[config.mk]
export PLATFORM = sky130hd
export DESIGN_NAME = feistel8_engine
export DESIGN_NICKNAME = d
export VERILOG_FILES = /design/src/rtl/feistel8_pkg.sv /design/src/rtl/fc_mix.sv /design/src/rtl/fc_ctrl.sv /design/src/rtl/fc_core.sv /design/src/rtl/feistel8_engine.sv
export SDC_FILE = /design/constraint.sdc
export NUM_CORES = 1
export LEC_CHECK = 0
export ABC_AREA = 1
export CAP_MARGIN = 15
export CORE_MARGIN = 3
export CORE_UTILIZATION = 55
export CTS_CLUSTER_SIZE = 24
export DETAILED_ROUTE_END_ITERATION = 10
export PLACE_DENSITY_LB_ADDON = 0.08
export RECOVER_POWER = 100
export SLEW_MARGIN = 20
export SYNTH_ARGS = -nofsm -noshare
export SYNTH_HDL_FRONTEND = slang
export SYNTH_SLANG_ARGS = --single-unit
[constraint.sdc]
create_clock -name clk -period 8.6 [get_ports clk]
set_clock_uncertainty 0.15 [all_clocks]
set_input_delay 1.72 -clock clk [delete_from_list [all_inputs] [get_ports clk]]
set_output_delay 1.72 -clock clk [all_outputs]
set_load 0.005 [all_outputs]
[src/rtl/feistel8_pkg.sv]
package feistel8_pkg;
   typedef enum logic {OP_ENC = 1'b0, OP_DEC = 1'b1} op_e;
endpackage

[src/rtl/fc_mix.sv]
module fc_mix #(
   parameter int W   = 8,
   parameter int SHL = 4,
   parameter int SHR = 5
) (
   input  logic [W-1:0] src,
   input  logic [W-1:0] ka,
   input  logic [W-1:0] kb,
   input  logic [W-1:0] salt,
   input  logic [W-1:0] tgt,
   input  logic         sub,
   output logic [W-1:0] result
);
   logic [W-1:0] up_t, dn_t, mid_t, mix;

   generate
      if (SHL == 0) begin : g_no_shl
         assign up_t = src + ka;
      end else begin : g_shl
         assign up_t = {src[W-1-SHL:0], {SHL{1'b0}}} + ka;
      end
      if (SHR == 0) begin : g_no_shr
         assign dn_t = src + kb;
      end else begin : g_shr
         assign dn_t = {{SHR{1'b0}}, src[W-1:SHR]} + kb;
      end
   endgenerate

   assign mid_t  = src + salt;
   assign mix    = up_t ^ mid_t ^ dn_t;
   assign result = sub ? (tgt - mix) : (tgt + mix);
endmodule

[src/rtl/fc_ctrl.sv]
module fc_ctrl #(
   parameter int ROUNDS = 8
) (
   input  logic clk,
   input  logic rst_n,
   input  logic start,
   output logic load,
   output logic busy,
   output logic phase,
   output logic done
);
   localparam int RC_W = $clog2(ROUNDS + 1);
   localparam logic [RC_W-1:0] RC_LAST = RC_W'(ROUNDS - 1);

   logic [RC_W-1:0] round_q;
   logic            last;

   assign load = start & ~busy;
   assign last = busy & phase & (round_q == RC_LAST);

   always_ff @(posedge clk or negedge rst_n) begin
      if (!rst_n) begin
         busy    <= 1'b0;
         phase   <= 1'b0;
         round_q <= '0;
         done    <= 1'b0;
      end else begin
         done <= 1'b0;
         if (load) begin
            busy    <= 1'b1;
            phase   <= 1'b0;
            round_q <= '0;
         end else if (busy) begin
            phase <= ~phase;
            if (phase) round_q <= round_q + 1'b1;
            if (last) begin
               busy <= 1'b0;
               done <= 1'b1;
            end
         end
      end
   end

   p_done_single_r6: assert property (@(posedge clk) disable iff (!rst_n)
      done |=> !done);
   p_busy_holds_r7: assert property (@(posedge clk) disable iff (!rst_n)
      (busy && !last) |=> busy);
   p_phase_toggles_r4: assert property (@(posedge clk) disable iff (!rst_n)
      busy |=> (phase != $past(phase)));
   p_done_after_last_r6: assert property (@(posedge clk) disable iff (!rst_n)
      $rose(done) |-> $past(busy));
endmodule

[src/rtl/fc_core.sv]
module fc_core
   import feistel8_pkg::*;
#(
   parameter int W      = 8,
   parameter int SUM_W  = 16,
   parameter int ROUNDS = 8,
   parameter int DELTA  = 'h0A00,
   parameter int SHL    = 4,
   parameter int SHR    = 5
) (
   input  logic           clk,
   input  logic           rst_n,
   input  logic           load,
   input  logic           busy,
   input  logic           phase,
   input  logic           fin,
   input  logic           decrypt,
   input  logic [2*W-1:0] block_in,
   input  logic [4*W-1:0] key_in,
   output logic [2*W-1:0] block_out
);
   localparam logic [SUM_W-1:0] STEP    = SUM_W'(DELTA);
   localparam logic [SUM_W-1:0] SUM_TOP = SUM_W'(DELTA * ROUNDS);

   logic [W-1:0]     v0_q, v1_q, src, tgt, ka, kb, upd;
   logic [4*W-1:0]   key_q;
   logic [W-1:0]     sk [4];
   logic [SUM_W-1:0] sum_q, sum_eff;
   op_e              op_q;
   logic             to_left;

   genvar gi;
   generate
      for (gi = 0; gi < 4; gi++) begin : g_subkey
         assign sk[gi] = key_q[(4-gi)*W-1 -: W];
      end
   endgenerate

   // encrypt writes left on phase 0, decrypt writes left on phase 1
   assign to_left = (phase == (op_q == OP_DEC));
   assign src     = to_left ? v1_q : v0_q;
   assign tgt     = to_left ? v0_q : v1_q;
   assign ka      = to_left ? sk[0] : sk[2];
   assign kb      = to_left ? sk[1] : sk[3];
   assign sum_eff = (op_q == OP_ENC && !phase) ? sum_q + STEP : sum_q;

   fc_mix #(.W(W), .SHL(SHL), .SHR(SHR)) i_mix (
      .src(src), .ka(ka), .kb(kb), .salt(sum_eff[W-1:0]),
      .tgt(tgt), .sub(op_q == OP_DEC), .result(upd)
   );

   always_ff @(posedge clk or negedge rst_n) begin
      if (!rst_n) begin
         v0_q  <= '0;
         v1_q  <= '0;
         key_q <= '0;
         sum_q <= '0;
         op_q  <= OP_ENC;
      end else if (load) begin
         v0_q  <= block_in[2*W-1:W];
         v1_q  <= block_in[W-1:0];
         key_q <= key_in;
         op_q  <= op_e'(decrypt);
         sum_q <= decrypt ? SUM_TOP : '0;
      end else if (busy) begin
         if (to_left) v0_q <= upd;
         else         v1_q <= upd;
         if (op_q == OP_ENC && !phase) sum_q <= sum_q + STEP;
         if (op_q == OP_DEC &&  phase) sum_q <= sum_q - STEP;
      end
   end

   assign block_out = {v0_q, v1_q};

   p_hold_idle_r8: assert property (@(posedge clk) disable iff (!rst_n)
      (!busy && !load) |=> $stable(block_out));
   p_one_half_r4: assert property (@(posedge clk) disable iff (!rst_n)
      busy |=> (v0_q == $past(v0_q) || v1_q == $past(v1_q)));
   p_sum_end_r5: assert property (@(posedge clk) disable iff (!rst_n)
      fin |-> (sum_q == ((op_q == OP_DEC) ? '0 : SUM_TOP)));
   p_key_frozen_r9: assert property (@(posedge clk) disable iff (!rst_n)
      (busy && !load) |=> $stable(key_q));
endmodule

[src/rtl/feistel8_engine.sv]
module feistel8_engine #(
   parameter int HALF_W = 8,
   parameter int SUM_W  = 16,
   parameter int ROUNDS = 8,
   parameter int DELTA  = 'h0A00,
   parameter int SHL    = 4,
   parameter int SHR    = 5
) (
   input  logic                clk,
   input  logic                rst_n,
   input  logic                start,
   input  logic                decrypt,
   input  logic [2*HALF_W-1:0] block_in,
   input  logic [4*HALF_W-1:0] key_in,
   output logic [2*HALF_W-1:0] block_out,
   output logic                done
);
   generate
      if (SHL >= HALF_W || SHR >= HALF_W) begin : g_bad_shift
         $error("shift amounts must be below the half width");
      end
      if (SUM_W < HALF_W) begin : g_bad_sum
         $error("sum must be at least as wide as a half");
      end
      if (ROUNDS < 1) begin : g_bad_rounds
         $error("at least one round is required");
      end
   endgenerate

   logic load, busy, phase;

   fc_ctrl #(.ROUNDS(ROUNDS)) i_ctrl (
      .clk(clk), .rst_n(rst_n), .start(start), .load(load),
      .busy(busy), .phase(phase), .done(done)
   );

   fc_core #(
      .W(HALF_W), .SUM_W(SUM_W), .ROUNDS(ROUNDS), .DELTA(DELTA),
      .SHL(SHL), .SHR(SHR)
   ) i_core (
      .clk(clk), .rst_n(rst_n), .load(load), .busy(busy), .phase(phase),
      .fin(done), .decrypt(decrypt), .block_in(block_in), .key_in(key_in),
      .block_out(block_out)
   );

   p_start_blocked_r7: assert property (@(posedge clk) disable iff (!rst_n)
      (busy && start) |=> !done || $past(phase));
endmodule

==> results.md <==
- WL final: 10650 um
- Placed cells: 767
- Post-CTS setup buffer count: 0
- Ys Warns: 0
- Initial antenna violation count: 0
- Hold path cells: 2
- Critical path fanouts, max: 44
- TritonCTS Buffers: 5
- DP HPWL: 8195 um
- Crit-path slowest cell: nand2_1
- Crit path DAT: 5.75 ns
- Syn Area/Cell: 6.658 sq um
- Setup violators final: 0
- Hold path endpoint: i_core.key_q[7]
- Max Slew Vio Count: 104
- Flop2flop setup slack: 2.94 ns
- Vias in the first global route: 3879
- Max H-tree Level: 2
- Slew HR: -1.018
- CP top delay family: simple AND/OR/NAND/NOR gates
- Crit end category: flip-flop
- Max incr delay on CP: 0.99 ns
- Placed Area: 0.004837 sq mm
- Proportion of layout cells with a drive suffix above 1: 0.04867
- Layout area overhead: 20.35%
- CTS clk-pin slew, worst paths: 0.10 ns
- Final core occ: 0.7043
- # DRC: 0
- Synth cell types: 37
- Status: finished, violations left
- Gr usage total: 0.2601
- Die width: 92.42 um
- Sequential-to-total area share from yosys stat: 0.3412
- Worst Path Required: 8.68 ns
- Tcrit/Tclk final: 0.6585
- Reg-to-Reg End: i_core.v0_q[5]
- Antenna-violating nets left: 0
- Clk_lat worst skew: 0.31 ns
- Drt wl/cell: 13.76 um
- Final Cell Area: 0.004943 sq mm
- TritonCTS clock tree: yes
- RSZ-0062 raised after global routing: no
- Initial Utilization: 0.5852
- Core ar.: 0.007019 sq mm
- Most common cell after layout, fill and taps aside: nand2_1
- N_diodes: 0
- Levels on crit path: 26
- # resized after CTS: 0
- FF+latch count, synth: 56
- Max cap viols: 2
- Worst hold path class: reg -> reg
- Yosys top cell area share: 0.3412
- CTS root buf: clkbuf_8
- Worst slew pin tran: 3.027 ns
- Kind of critical path: reg -> reg
- First-pass GRT wire length: 18000 um
- Worst Path Buf+Inv: 4
- CTS max path bufs: 2
- Die Y-Extent: 92.42 um
- Ranking of synthesized cells by area: dfrtp_1 34%, nand2_1 23%, inv_1 6.9%
- Syn Std Cell Area: 0.004108 sq mm
- GRT Residual Overflow: 0
- Clock sink count: 56
- Syn_nets: 689
- Final Hold Viols: 0
- Cts hold-fix bufs: 0
- Full die area: 0.008541 sq mm
- Mapped Cells: 617
- Crit path time final: 5.663 ns
- Drt via density: 5.282
- Failing checks: max-capacitance violations, max-slew violations
- Hold Path Origin: i_core.key_q[7]
- Worst setup SP type: flip-flop
- Critical Path Most Common Cell: nand2_1
- First-iteration detailed-routing DRC count: 246
- Row cnt: 30
- Final net count: 750
- Pin count of the biggest net entering global routing: 57
- I/O pin cnt: 69
- Commonest non-fill, non-tap cells in the layout: 258 x nand2_1, 76 x inv_1, 56 x dfrtp_1, 49 x clkdlybuf4s50_1, 44 x o21ai_0
- Fmax: 0.1766 GHz
- GP Congestion: 0.9034
- DRT Pass-1 Iters: 5
- IO Port Bufs: 68
- Setup TNS: 0 ns
- R2r worst-path depth: 26
- Synth area leader: dfrtp_1
- Reg-to-Reg Start: i_ctrl.phase
- Layout Cells excl Fill: 774
- Total number of vias: 4088
-- worst register-to-register path: stages, from the launching register on --
cell and delay [ns]:
dfrtp_1 0.46, inv_1 0.17, nand2_1 0.15, nand2_1 0.99, nand2_1 0.11, nand2_1 0.20, ha_1 0.21, fa_1 0.45
xnor2_1 0.20, xor2_1 0.28, inv_1 0.11, ha_1 0.23, nor2_1 0.12, xor2_1 0.16, inv_1 0.06, ha_1 0.30
nand2_1 0.07, nand2_1 0.04, a31oi_1 0.17, inv_1 0.10, nand2_1 0.09, nand2_1 0.05, a21oi_1 0.14, nand2_1 0.07
a21oi_1 0.28, o21ai_0 0.12, o21ai_0 0.11
-- per-stage QoR --
stage          worst slack [ns]  hold WS (ns)
6_report                  2.937        0.3354
5_1_grt                   2.339        0.3639
4_1_cts                   3.670        0.3395
3_5_place_dp              3.708        0.3133
3_3_place_gp              3.826        0.3037
2_1_floorplan             4.216        0.2917
-- cells by family after synthesis --
kind of cell	share of synthesized area
compound gates	0.1078
flops	0.3412
simple gates	0.3600
other cells	0.0009129
buf+inv	0.09199
fa+ha+maj	0.06640
xor+xnor	0.03168
-- registers in the layout (all words and copies together), names as in the netlist --
| register | cells |
|---|---|
| i_core.key_q | 32 |
| i_core.v0_q | 8 |
| i_core.v1_q | 8 |
| i_ctrl.round_q | 4 |
| i_core.op_q | 1 |
| i_ctrl.busy | 1 |
| i_ctrl.done | 1 |
| i_ctrl.phase | 1 |
-- layer usage --
| metal | GRT usage | share of wire | routed length [um] |
|---|---|---|---|
| met4 | 0.07673 | 0.020 | 216 |
| met2 | 0.4314 | 0.48 | 5084 |
| met5 | 0 | 0 | 0 |
| met3 | 0.03981 | 0.046 | 491 |
| met1 | 0.3512 | 0.46 | 4856 |
-- final cells by class --
class	count	area, sq um
Clock buffer	5	68.82
Clock inverter	2	60.06
Fill cell	635	2076
Inverter	79	296.5
Multi-Input combinational cell	466	2313
Sequential cell	56	1401
Tap cell	96	120.1
Timing Repair Buffer	70	683.2
-- how the worst max path moves through the flow --
stage / startpoint / to
final: i_ctrl.phase / i_core.v0_q[5]
after global placement: i_core.op_q / i_core.v0_q[5]
after floorplan: i_ctrl.phase / i_core.v0_q[5]
after global routing: i_ctrl.phase / i_core.v0_q[5]
after detailed placement: i_ctrl.phase / i_core.v1_q[6]
after CTS: i_ctrl.phase / i_core.v0_q[5]
-- synthesized netlist by cell type --
cell type    n
nor2_2       2
xnor2_2      1
a31oi_1      7
buf_6        2
nand3b_1     3
nand2_2     12
nor3_1       1
xnor2_1      6
buf_1        1
or2_2        3
fa_1         3
a21oi_1     18
o22ai_1      1
inv_2        1
o31ai_2      1
o21bai_1     1
dfrtp_1     56
nand2_4      3
buf_2        5
a21o_1       1
clkbuf_1     8
a22oi_1      3
o211ai_1     3
nor4_1       1
nand3_1     40
nor2_1      24
ha_1        17
nand4_2      1
nand3_2      3
nor2_4       1
xor2_1       7
clkinv_1     3
nand2_1    256
o21ai_1      2
conb_1       1
inv_1       75
o21ai_0     44
Power is not shown: default switching activity piles up to over one toggle a cycle in this logic, so the estimate is an artifact.
